**src/rtl/irq_agg_pkg.sv**
```systemverilog
package irq_agg_pkg;
  localparam int unsigned DW = 32;
  localparam int unsigned GIE_BIT = 31;
  localparam int unsigned CIE_BIT = 30;
  localparam logic [DW-1:0] CTL_MASK = 32'hC000_00FF;
  localparam logic [DW-1:0] CTL_RST  = 32'hC000_00FF;
  localparam int unsigned A_CTL   = 0;
  localparam int unsigned A_SUM   = 1;
  localparam int unsigned A_RCTL  = 2;
  localparam int unsigned A_RSTS  = 3;
  localparam int unsigned A_WAKE  = 4;
  localparam int unsigned A_CSTS  = 5;
  localparam int unsigned A_STRM0 = 8;
  localparam int unsigned NCAUSE  = 3;
  localparam int unsigned STS_LSB = 8;
endpackage

```
**src/rtl/irq_rw_reg.sv**
```systemverilog
module irq_rw_reg #(
  parameter int unsigned W = 8,
  parameter logic [W-1:0] MASK = '1,
  parameter logic [W-1:0] RST = '0
) (
  input  logic         clk,
  input  logic         rst,
  input  logic         wr,
  input  logic [W-1:0] wdata,
  output logic [W-1:0] q
);
  always_ff @(posedge clk) begin
    if (rst)     q <= RST & MASK;
    else if (wr) q <= wdata & MASK;
  end
endmodule

```
**src/rtl/irq_w1c_bank.sv**
```systemverilog
module irq_w1c_bank #(
  parameter int unsigned W = 2
) (
  input  logic         clk,
  input  logic         rst,
  input  logic [W-1:0] set_i,
  input  logic [W-1:0] clr_i,
  output logic [W-1:0] sts_o
);
  // A set in the same cycle as a clear wins.
  always_ff @(posedge clk) begin
    if (rst) sts_o <= '0;
    else     sts_o <= (sts_o & ~clr_i) | set_i;
  end
endmodule

```
**src/rtl/irq_summary.sv**
```systemverilog
module irq_summary
  import irq_agg_pkg::*;
#(
  parameter int unsigned NSTRM  = 8,
  parameter int unsigned NCODEC = 4
) (
  input  logic [1:0]                    ring_sts,
  input  logic [1:0]                    ring_ctl,
  input  logic [NCODEC-1:0]             cod_sts,
  input  logic [NCODEC-1:0]             wake_en,
  input  logic [NSTRM-1:0][NCAUSE-1:0]  s_sts,
  input  logic [NSTRM-1:0][NCAUSE-1:0]  s_ctl,
  output logic [DW-1:0]                 sum
);
  logic [NSTRM-1:0] strm_hit;
  logic             ctl_hit;

  for (genvar s = 0; s < NSTRM; s++) begin : g_strm
    assign strm_hit[s] = |(s_sts[s] & s_ctl[s]);
  end

  assign ctl_hit = (|(ring_sts & ring_ctl)) | (|cod_sts) | (|(cod_sts & wake_en));

  always_comb begin
    sum = '0;
    sum[NSTRM-1:0] = strm_hit;
    sum[CIE_BIT]   = ctl_hit;
    sum[GIE_BIT]   = ctl_hit | (|strm_hit);
  end
endmodule

```
**src/rtl/irq_line.sv**
```systemverilog
module irq_line
  import irq_agg_pkg::*;
#(
  parameter int unsigned NSTRM = 8
) (
  input  logic          clk,
  input  logic          rst,
  input  logic [DW-1:0] sum,
  input  logic [DW-1:0] ctl,
  output logic          level
);
  localparam logic [DW-1:0] EN_MASK = (DW'(1) << CIE_BIT) | ((DW'(1) << NSTRM) - DW'(1));
  logic want;

  assign want = ctl[GIE_BIT] & (|(sum & ctl & EN_MASK));

  // The flag moves only on a real transition.
  always_ff @(posedge clk) begin
    if (rst)                 level <= 1'b0;
    else if (want && !level) level <= 1'b1;
    else if (!want && level) level <= 1'b0;
  end
endmodule

```
**src/rtl/audio_irq_agg.sv**
```systemverilog
module audio_irq_agg
  import irq_agg_pkg::*;
#(
  parameter int unsigned NSTRM  = 8,
  parameter int unsigned NCODEC = 4,
  parameter int unsigned ADDR_W = 5
) (
  input  logic                    clk,
  input  logic                    rst,
  input  logic                    reg_wr,
  input  logic [ADDR_W-1:0]       reg_addr,
  input  logic [31:0]             reg_wdata,
  output logic [31:0]             reg_rdata,
  input  logic [1:0]              ring_evt,
  input  logic [NCODEC-1:0]       codec_evt,
  input  logic [NSTRM*NCAUSE-1:0] strm_evt,
  output logic                    irq
);
  localparam int unsigned SW = NSTRM * NCAUSE;

  logic [DW-1:0]                   ictl;
  logic [DW-1:0]                   sum;
  logic [1:0]                      rctl, rsts;
  logic [NCODEC-1:0]               wake, csts;
  logic [NSTRM-1:0][NCAUSE-1:0]    sctl, ssts;
  logic [SW-1:0]                   ssts_flat;
  logic                            unused_wd;

  assign unused_wd = ^reg_wdata;

  function automatic logic hit(input logic [ADDR_W-1:0] a, input int unsigned t);
    return reg_wr && (int'(a) == int'(t));
  endfunction

  irq_rw_reg #(.W(DW), .MASK(CTL_MASK), .RST(CTL_RST)) u_ctl (
    .clk(clk), .rst(rst), .wr(hit(reg_addr, A_CTL)), .wdata(reg_wdata), .q(ictl));

  irq_rw_reg #(.W(2)) u_rctl (
    .clk(clk), .rst(rst), .wr(hit(reg_addr, A_RCTL)), .wdata(reg_wdata[1:0]), .q(rctl));

  irq_w1c_bank #(.W(2)) u_rsts (
    .clk(clk), .rst(rst), .set_i(ring_evt),
    .clr_i(hit(reg_addr, A_RSTS) ? reg_wdata[1:0] : 2'b00), .sts_o(rsts));

  irq_rw_reg #(.W(NCODEC)) u_wake (
    .clk(clk), .rst(rst), .wr(hit(reg_addr, A_WAKE)), .wdata(reg_wdata[NCODEC-1:0]), .q(wake));

  irq_w1c_bank #(.W(NCODEC)) u_csts (
    .clk(clk), .rst(rst), .set_i(codec_evt),
    .clr_i(hit(reg_addr, A_CSTS) ? reg_wdata[NCODEC-1:0] : '0), .sts_o(csts));

  for (genvar s = 0; s < NSTRM; s++) begin : g_strm
    logic sel;
    assign sel = hit(reg_addr, A_STRM0 + s);
    irq_rw_reg #(.W(NCAUSE)) u_sctl (
      .clk(clk), .rst(rst), .wr(sel), .wdata(reg_wdata[NCAUSE-1:0]), .q(sctl[s]));
    irq_w1c_bank #(.W(NCAUSE)) u_ssts (
      .clk(clk), .rst(rst), .set_i(strm_evt[s*NCAUSE +: NCAUSE]),
      .clr_i(sel ? reg_wdata[STS_LSB +: NCAUSE] : '0), .sts_o(ssts[s]));
  end

  assign ssts_flat = ssts;

  irq_summary #(.NSTRM(NSTRM), .NCODEC(NCODEC)) u_sum (
    .ring_sts(rsts), .ring_ctl(rctl), .cod_sts(csts), .wake_en(wake),
    .s_sts(ssts), .s_ctl(sctl), .sum(sum));

  irq_line #(.NSTRM(NSTRM)) u_line (
    .clk(clk), .rst(rst), .sum(sum), .ctl(ictl), .level(irq));

  logic [DW-1:0] rd_nxt;
  always_comb begin
    rd_nxt = '0;
    case (int'(reg_addr))
      A_CTL:  rd_nxt = ictl;
      A_SUM:  rd_nxt = sum;
      A_RCTL: rd_nxt[1:0] = rctl;
      A_RSTS: rd_nxt[1:0] = rsts;
      A_WAKE: rd_nxt[NCODEC-1:0] = wake;
      A_CSTS: rd_nxt[NCODEC-1:0] = csts;
      default: begin
        for (int s = 0; s < NSTRM; s++) begin
          if (int'(reg_addr) == A_STRM0 + s) begin
            rd_nxt[NCAUSE-1:0]             = sctl[s];
            rd_nxt[STS_LSB +: NCAUSE]      = ssts[s];
          end
        end
      end
    endcase
  end

  always_ff @(posedge clk) begin
    if (rst) reg_rdata <= '0;
    else     reg_rdata <= rd_nxt;
  end
endmodule

```
**config.mk**
```make
export PLATFORM = sky130hd
export DESIGN_NAME = audio_irq_agg
export DESIGN_NICKNAME = d
export VERILOG_FILES = /design/src/rtl/irq_agg_pkg.sv /design/src/rtl/irq_rw_reg.sv /design/src/rtl/irq_w1c_bank.sv /design/src/rtl/irq_summary.sv /design/src/rtl/irq_line.sv /design/src/rtl/audio_irq_agg.sv
export SDC_FILE = /design/constraint.sdc
export NUM_CORES = 1
export LEC_CHECK = 0
export BUFFER_PORTS_ARGS = -buffer_cell sky130_fd_sc_hd__buf_2
export CAP_MARGIN = 20
export CORE_AREA = 2 2 108 110
export DETAILED_ROUTE_END_ITERATION = 16
export DIE_AREA = 0 0 110 112
export PLACE_DENSITY_LB_ADDON = 0.15
export SYNTH_ARGS = -nofsm -noshare
export SYNTH_HDL_FRONTEND = slang
export SYNTH_SLANG_ARGS = --single-unit
```
**constraint.sdc**
```tcl
create_clock -name clk -period 2.4 [get_ports clk]
set_input_delay 0.6 -clock clk [delete_from_list [all_inputs] [get_ports clk]]
set_output_delay 0.6 -clock clk [all_outputs]
set_load 0.05 [all_outputs]
```
==> flow_metrics.env, run 1 <==
export IMPL_diodes=0
export IMPL_grt_pass1_wl_um=20400
export IMPL_hold_violations=0
export IMPL_peakVddDrop_mv=0.357
export IMPL_nets=669
export IMPL_clk_pin_slew_ns=0.06
export IMPL_fin_ws_ns=0.348
export IMPL_gp_congestion=0.921
export IMPL_initial_core_util_pct=38.1
export IMPL_skew_ns=0.00510
export IMPL_synth_top_cell_area_share_pct=39.5
export IMPL_intPower_uw=2450
export IMPL_slowest_delay_ns=0.37
export IMPL_power_per_cell_area_nw_per_um2=669
export IMPL_synth_warnings=0
export IMPL_drv_slew=0
export IMPL_synthTopCellsByArea="dfxtp_1 (39%), nand2_1 (6.6%), nor2_1 (6.2%)"
export IMPL_startpoint="g_strm[2].u_sctl.q[0]"
export IMPL_clockRootBuffer="clkbuf_16"
export IMPL_gr_total_overflow=0
export IMPL_slowest_stage="a222oi_1"
export IMPL_p_clk_share_pct=41.7
export IMPL_port_buffers=64
export IMPL_avgSynthCellArea_um2=7.93
export IMPL_cts_setup_buffers=0
export IMPL_rsz0062_at_grt="false"
export IMPL_vias_per_cell=5.37
export IMPL_ioPinCount=103
export IMPL_synth_most_common_cell="dfxtp_1"
export IMPL_design_core_area_um2=11200
export IMPL_cts_repair_resized=0
export IMPL_setup_viol=0
export IMPL_grt_pass1_vias=3674
export IMPL_critPathKind="reg -> reg"
export IMPL_rr_startpoint="g_strm[2].u_sctl.q[0]"
export IMPL_cts_tree="yes"
export IMPL_crit_end="u_line.level"
export IMPL_status="finished, final reports clean"
export IMPL_dominantRegCellSynth="dfxtp_1"
export IMPL_critPathArrivalTime_ns=2.28
export IMPL_die_h_um=112
export IMPL_routed_wl_um=13100
export IMPL_dr_pass1_iters=5
export IMPL_first_iter_violations=289
export IMPL_synthCells=537
export IMPL_drc=0
export IMPL_fmax_mhz=487
export IMPL_critical_path_required_ns=2.63
export IMPL_numCtsBuffers=9
export IMPL_chipWidth_um=110
export IMPL_placed_cell_area_um2=4680
export IMPL_ff2ff_path_depth=8
export IMPL_switchingPower_uw=880
export IMPL_synthDistinctLibCells=57
export IMPL_antenna_left=0
export IMPL_post_drt_wl_per_cell_um=17.6
export IMPL_synthArstFlopShare_pct=0
export IMPL_fin_crit_ns=2.05
export IMPL_clock_sinks=84
export IMPL_synth_seq_cells=84
export IMPL_maxCapViolations=0
export IMPL_grt_antenna_before_repair=0
export IMPL_dp_slack_ns=0.161
export IMPL_fin_area_um2=4980
export IMPL_htreeDepth=3
export IMPL_combPwrFrac_pct=13.4
export IMPL_hold_path_class="reg -> reg"
export IMPL_synth_edff_count=0
export IMPL_grt_max_degree=34
export IMPL_slew_headroom_pct=67.1
export IMPL_area_growth_pct=16.9
export IMPL_seq_area_frac_synth_pct=39.5
export IMPL_r2r_end="u_line.level"
export IMPL_vias=4003
export IMPL_dieArea_um2=12300
export IMPL_hold_buffers=0
export IMPL_dpl_hpwl_um=9750
export IMPL_seqPwrFrac_pct=44.9
export IMPL_switching_share_pct=26.4
export IMPL_clkLatencyLatePin_ns=0.34
export IMPL_layout_drive_gt1_share_pct=20.1
export IMPL_critPathMaxFanout=3
export IMPL_clock_path_buffers=2
export IMPL_synth_commonest_cells="dfxtp_1 (84), nand2_1 (75), nor2_1 (70), a21oi_1 (47), nand3_1 (43)"
export IMPL_grt_usage_pct=22.2
export IMPL_period_share_pct=85.5
export IMPL_cp_cell_sequence="a22oi_1 -> nand2_1 -> a222oi_1 -> o2111ai_1 -> o21a_1 -> ha_1 -> mux2i_1 -> nor2_1"
export IMPL_power_leakage_uw=0.00211
export IMPL_synth_top_area_cell="dfxtp_1"
export IMPL_start_kind="flip-flop"
export IMPL_syn_area_um2=4260
export IMPL_worstSetupEndpointType="flip-flop"
export IMPL_fp_row_count=39
export IMPL_rrSetupSlack_ns=0.35
export IMPL_worstMarginPinSlew_ns=0.489
export IMPL_setup_tns_ns=0
[flip-flops by register name, summed over array words and instances (netlist names)]
register             flops
g_strm.u_sctl.q         24
u_csts.sts_o             4
u_line.level             1
u_rsts.sts_o             2
u_ctl.q                 10
reg_rdata               13
u_rctl.q                 2
u_wake.q                 4
g_strm.u_ssts.sts_o     24
[worst min path at each step]
stage,from,to,slack [ns],depth (start not counted)
floorplan,u_wake.q[2],u_wake.q[2],0.44,2
CTS,strm_evt[23],g_strm[7].u_ssts.sts_o[2],0.45,3
global placement,u_wake.q[2],u_wake.q[2],0.45,2
finish,u_wake.q[2],u_wake.q[2],0.46,2
global route,codec_evt[0],u_csts.sts_o[0],0.46,3
detailed placement,u_wake.q[2],u_wake.q[2],0.45,2
[power by group through the flow]
stage               Combinational, uW  Sequential (uW)  Clock [uW]
detailed placement                445             1520           0
global placement                  441             1520           0
global route                      487             1500        1490
CTS                               446             1490        1420
floorplan                         306             1540           0
finish                            446             1490        1390
[worst max-delay path, delay by kind of cell, from the launching register on]
family	cells	cell delay, ns
and+or+nand+nor	2	0.21
adders and majority gates	1	0.29
DFF	1	0.34
AOI/OAI and AO/OA	4	0.92
muxes	1	0.17
[layout make-up]
| class | count | area [um^2] |
|---|---|---|
| Fill cell | 1157 | 6200 |
| Multi-Input combinational cell | 406 | 2290 |
| Sequential cell | 84 | 1680 |
| Timing Repair Buffer | 88 | 500 |
| Clock buffer | 15 | 268 |
| Tap cell | 143 | 179 |
| Inverter | 9 | 33.8 |
| Clock inverter | 1 | 30.0 |
[kinds of logic (layout without fill, tap and decap cells)]
| kind of cell | Yosys count | in the layout | share of synthesized area, % |
|---|---|---|---|
| AOI/OAI and AO/OA | 114 | 114 | 17.4 |
| other | 1 | 19 | 0.0880 |
| adders and majority gates | 1 | 1 | 0.294 |
| muxes | 25 | 25 | 5.93 |
| buffers and inverters | 65 | 113 | 8.46 |
| and+or+nand+nor | 247 | 247 | 28.3 |
| DFF | 84 | 84 | 39.5 |
[placed cells by master, fill, tap and decap left out, types with 2 or more instances in the layout]
cell type and count:
nand3_1 43, clkbuf_8 2, o21ai_0 12, conb_1 19
nand4_1 5, buf_2 64, mux2i_1 23, a221oi_1 5
a222oi_1 2, clkbuf_1 4, nor2_1 70, a31o_2 2
clkbuf_16 9, a22oi_1 21, o22ai_1 2, mux2_2 2
nor3b_2 2, inv_1 8, a21oi_1 47, and2_1 2
nand2_2 3, o21ai_1 2, nor3_4 2, a31oi_1 4
or3_1 2, a22o_1 2, o211ai_1 3, nand2b_1 7
and3_1 9, dfxtp_1 84, nor4_1 2, a211oi_1 2
nor3_1 12, nand2_1 75, and2b_1 2, buf_4 24
nor2b_1 3
[per-layer routing]
metal	vias up	share of wire, %	track usage, %
met2	105	45	33.5
li1	1975	-	-
met1	1911	49	31.6
met5	-	0	0
met4	0	1.7	7.59
met3	12	5.1	4.16
[stage by stage]
stage / utilization [%] / hold WS, ns / power [uW] / instances
floorplan: - / 0.436 / 1850 / 555
global route: 44.6 / 0.462 / 3480 / 746
finish: 44.6 / 0.458 / 3330 / 746
detailed placement: 41.9 / 0.451 / 1970 / 730
CTS: 44.6 / 0.451 / 3360 / 746
global placement: 41.9 / 0.447 / 1960 / 730
Power figures use the tool's default switching activity.
==> run 2: changes to the inputs <==
--- a/config.mk
+++ b/config.mk
@@ -10,7 +10,8 @@
 export CORE_AREA = 2 2 108 110
 export DETAILED_ROUTE_END_ITERATION = 16
 export DIE_AREA = 0 0 110 112
-export PLACE_DENSITY_LB_ADDON = 0.15
+export PLACE_DENSITY = 0.57
+export SKIP_CTS_REPAIR_TIMING = 1
 export SYNTH_ARGS = -nofsm -noshare
 export SYNTH_HDL_FRONTEND = slang
 export SYNTH_SLANG_ARGS = --single-unit
==> run 2 against run 1 <==
Global-route usage shrank 0.34 points. Sequential cell count is the same. Hold slack better by 0.0031 ns. Clock-buffer cell count down 2. Sequential power about the same. Clock power is 4% lower. Die area unchanged. Largest cell class unchanged. Core utilization decreased by 0.11 points. Sequential share of layout area is 0.085 points higher. Routed wire length down 1.5%.
==> flow_metrics.env, run 2 (synthesized netlist as in run 1, its figures left out) <==
export IMPL_status="finished, final reports clean"
export IMPL_grt_max_degree=68
export IMPL_cts_tree="yes"
export IMPL_area_growth_pct=16.6
export IMPL_critPathKind="reg -> reg"
export IMPL_clockRootBuffer="clkbuf_16"
export IMPL_dr_pass1_iters=5
export IMPL_die_h_um=112
export IMPL_critical_path_required_ns=2.60
export IMPL_initial_core_util_pct=38.1
export IMPL_slew_headroom_pct=53.1
export IMPL_numCtsBuffers=9
export IMPL_hold_path_class="reg -> reg"
export IMPL_routed_wl_um=12900
export IMPL_worstMarginPinSlew_ns=0.704
export IMPL_power_leakage_uw=0.00211
export IMPL_htreeDepth=3
export IMPL_clock_path_buffers=2
export IMPL_first_iter_violations=259
export IMPL_chipWidth_um=110
export IMPL_dieArea_um2=12300
export IMPL_grt_pass1_wl_um=20500
export IMPL_setup_viol=0
export IMPL_vias_per_cell=5.41
export IMPL_critPathArrivalTime_ns=2.28
export IMPL_holdWs_ns=0.461
export IMPL_vias=4034
export IMPL_clk_pin_slew_ns=0.06
export IMPL_grt_antenna_before_repair=0
export IMPL_ioPinCount=103
export IMPL_worstSetupEndpointType="flip-flop"
export IMPL_setup_tns_ns=0
export IMPL_fp_row_count=39
export IMPL_placed_cells=730
export IMPL_clkLatencyLatePin_ns=0.34
export IMPL_drv_slew=0
export IMPL_start_kind="flip-flop"
export IMPL_antenna_left=0
export IMPL_top_regs="g_strm.u_sctl.q x24, g_strm.u_ssts.sts_o x24, reg_rdata x13"
export IMPL_dr_max_layer_used="met4"
export IMPL_wirelength_met1_um=5860
export IMPL_post_drt_wl_per_cell_um=17.4
export IMPL_nets=669
export IMPL_port_buffers=64
export IMPL_dpl_hpwl_um=9540
export IMPL_period_share_pct=86.5
export IMPL_skew_ns=0.00885
export IMPL_layout_drive_gt1_share_pct=20.1
export IMPL_diodes=0
export IMPL_hold_violations=0
export IMPL_fin_crit_ns=2.08
export IMPL_final_common_cell="dfxtp_1"
export IMPL_gp_congestion=0.917
export IMPL_power_per_cell_area_nw_per_um2=660
export IMPL_grt_pass1_vias=3784
export IMPL_clock_sinks=84
export IMPL_peakVddDrop_mv=0.286
export IMPL_maxCapViolations=0
export IMPL_grt_usage_pct=21.9
export IMPL_fin_cells=745
export IMPL_met3_length_um=826
export IMPL_drc=0
export IMPL_rsz0062_at_grt="false"
export IMPL_critPathMaxFanout=3
export IMPL_design_core_area_um2=11200
export IMPL_route_met2_wl_um=6090
export IMPL_final_cell_mix="dfxtp_1 (84), nand2_1 (75), nor2_1 (70)"
export IMPL_gr_total_overflow=0
export IMPL_fmax_mhz=481
run 2: changes by cell type in the layout (fill, tap and decap cells not counted), sizes merged:
| cell | delta |
|---|---|
| clkbuf | -2 |
| clkinv | +1 |
run 2: power by group:
group / switching [uW] / internal, uW / total, uW
combinational: 308 / 137 / 445
sequential: 45.5 / 1450 / 1490
clock: 511 / 828 / 1340
total: 865 / 2410 / 3280
run 2: cell type report:
class                      instances  area (um^2)
sequential                        84         1680
multi-input combinational        406         2290
tap                              143          179
fill                            1146         6210
clock buffer                      13          250
timing repair buffer              88          500
clock inverter                     2         35.0
inverter                           9         33.8
run 2: worst paths after layout:
check             slack [ns]                      start  depth (start not counted)           end
setup / recovery        0.32  g_strm[2].u_ssts.sts_o[0]                          8  u_line.level
hold / removal          0.46                u_wake.q[1]                          2   u_wake.q[1]
setup reg to reg        0.32  g_strm[2].u_ssts.sts_o[0]                          8  u_line.level
hold reg to reg         0.46                u_wake.q[1]                          2   u_wake.q[1]
run 2: routing by layer:
metal,vias to the layer above,track usage (%)
li1,1971,-
met1,1904,30.0
met2,143,34.7
met3,16,4.27
met4,0,6.24
met5,-,0
run 2: through the flow:
stage | area (um^2) | worst slack, ns | utilization (%) | power (uW)
finish | 4970 | 0.323 | 44.4 | 3280
CTS | 4970 | 0.314 | 44.4 | 3300
global route | 4970 | 0.0183 | 44.4 | 3400
detailed placement | 4680 | 0.145 | 41.9 | 1970
global placement | 4680 | 0.199 | 41.9 | 1960
floorplan | 4330 | 0.527 | - | 1850
run 2: worst max-delay path, stage by stage, from the launching register on:
cell and delay, ns:
dfxtp_1 0.33, a22oi_1 0.18, nand2_1 0.17, a222oi_1 0.37, o2111ai_1 0.15, o21a_1 0.21
ha_1 0.29, mux2i_1 0.18, nor2_1 0.05
==> run 3: changes to the inputs <==
==> constraint.sdc (replaced) <==
create_clock -name clk -period 2.4 [get_ports clk]
set_input_delay 0.72 -clock clk [delete_from_list [all_inputs] [get_ports clk]]
set_output_delay 0.72 -clock clk [all_outputs]
set_load 0.05 [all_outputs]
==> run 3 against run 2 <==
Clock-buffer cell count fell by 1. Clock power decreased by 10%. Total power is 4.0% lower. Sequential share of layout area grew 0.060 points. Global-route usage grew 0.23 points. Largest cell class unchanged. Sequential power about the same. Non-clock buffer count rose by 4. Core utilization down 0.078 points. Largest power group unchanged. Combinational power is 1% higher. Setup slack improved by 0.053 ns.
==> flow_metrics.env, run 3 (synthesized netlist as in run 1, its figures left out) <==
export IMPL_placed_cells=734
export IMPL_status="finished, final reports clean"
export IMPL_dr_pass1_iters=5
export IMPL_fin_crit_ns=2.02
export IMPL_placed_cell_area_um2=4710
export IMPL_fin_cells=746
export IMPL_final_common_cell="dfxtp_1"
export IMPL_worstSetupEndpointType="flip-flop"
export IMPL_dpl_hpwl_um=9610
export IMPL_setup_viol=0
export IMPL_start_kind="flip-flop"
export IMPL_critPathKind="reg -> reg"
export IMPL_clock_sinks=84
export IMPL_chipWidth_um=110
export IMPL_grt_max_degree=63
export IMPL_holdWs_ns=0.457
export IMPL_fin_ws_ns=0.376
export IMPL_cts_tree="yes"
export IMPL_clk_pin_slew_ns=0.05
export IMPL_maxCapViolations=0
export IMPL_clock_path_buffers=2
export IMPL_critPathArrivalTime_ns=2.23
export IMPL_critical_path_required_ns=2.61
export IMPL_gp_congestion=0.980
export IMPL_port_buffers=64
export IMPL_top_regs="g_strm.u_sctl.q x24, g_strm.u_ssts.sts_o x24, reg_rdata x13"
export IMPL_grt_pass1_wl_um=20500
export IMPL_num_fill_cells=1125
export IMPL_htreeDepth=3
export IMPL_first_iter_violations=365
export IMPL_layout_drive_gt1_share_pct=20.4
export IMPL_fin_area_um2=4960
export IMPL_design_core_area_um2=11200
export IMPL_period_share_pct=84.3
export IMPL_fmax_mhz=494
export IMPL_diodes=0
export IMPL_gr_total_overflow=0
export IMPL_drc=0
export IMPL_grt_antenna_before_repair=0
export IMPL_dp_slack_ns=0.0972
export IMPL_power_leakage_uw=0.00211
export IMPL_clkLatencyLatePin_ns=0.34
export IMPL_hold_violations=0
export IMPL_slew_headroom_pct=57.0
export IMPL_grt_pass1_vias=3706
export IMPL_clockRootBuffer="clkbuf_16"
export IMPL_initial_core_util_pct=38.1
export IMPL_routed_wl_um=12900
export IMPL_grt_usage_pct=22.1
export IMPL_skew_ns=0.00294
export IMPL_worstMarginPinSlew_ns=0.645
export IMPL_die_h_um=112
export IMPL_area_growth_pct=16.4
export IMPL_power_per_cell_area_nw_per_um2=635
export IMPL_peakVddDrop_mv=0.289
export IMPL_critPathMaxFanout=3
export IMPL_drv_slew=0
export IMPL_antenna_left=0
export IMPL_post_drt_wl_per_cell_um=17.3
export IMPL_vias=4013
export IMPL_final_cell_mix="dfxtp_1 (84), nand2_1 (75), nor2_1 (70)"
export IMPL_setup_tns_ns=0
export IMPL_dieArea_um2=12300
export IMPL_ioPinCount=103
export IMPL_vias_per_cell=5.38
export IMPL_nets=673
export IMPL_hold_path_class="reg -> reg"
export IMPL_fp_row_count=39
export IMPL_rsz0062_at_grt="false"
export IMPL_numCtsBuffers=9
## run 3: changes by cell type in the layout (fill, tap and decap cells not counted), sizes merged
cell	before	now
bufinv	1	0
buf	88	92
clkbuf	13	12
clkinv	1	0
## run 3: report_power, final
group          leakage [uW]  internal [uW]  switching, uW
Sequential         0.000688           1450           46.5
Combinational       0.00130            141            309
Clock              0.000120            705            497
Total               0.00211           2290            852
## run 3: worst paths after layout
| check | start | cells past startpoint | slack [ns] | end |
|---|---|---|---|---|
| worst max-delay path | g_strm[2].u_sctl.q[0] | 8 | 0.38 | u_line.level |
| worst min-delay path | u_wake.q[0] | 2 | 0.46 | u_wake.q[0] |
| worst max register to register | g_strm[2].u_sctl.q[0] | 8 | 0.38 | u_line.level |
| worst min register to register | u_wake.q[0] | 2 | 0.46 | u_wake.q[0] |
## run 3: layer usage
layer | GRT usage (%) | up-vias | part of all wire, %
met1 | 30.5 | 1877 | 46
met4 | 7.76 | 0 | 1.8
met3 | 4.63 | 17 | 6.2
met5 | 0 | - | 0
li1 | - | 1978 | -
met2 | 33.9 | 141 | 46
## run 3: cell type report
| class | instances | area [um^2] | area share [%] |
|---|---|---|---|
| well taps | 143 | 179 | 3.61 |
| inverters | 9 | 33.8 | 0.681 |
| clock buffers | 12 | 246 | 4.97 |
| repair buffers | 92 | 531 | 10.7 |
| flip-flops and latches | 84 | 1680 | 33.9 |
| multi-input cells | 406 | 2290 | 46.1 |
## run 3: critical path, stage by stage, from the launching register on
cell and delay (ns):
dfxtp_1 0.34, a22oi_1 0.17, nand2_1 0.15, a222oi_1 0.36, o2111ai_1 0.15, o21a_1 0.20, ha_1 0.28, mux2i_1 0.18
nor2_1 0.05
## run 3: metrics by stage
stage               power, uW  utilization [%]
floorplan                1850                -
detailed placement       1970             42.2
global route             3290             44.4
CTS                      3180             44.4
finish                   3150             44.4
global placement         1960             42.2
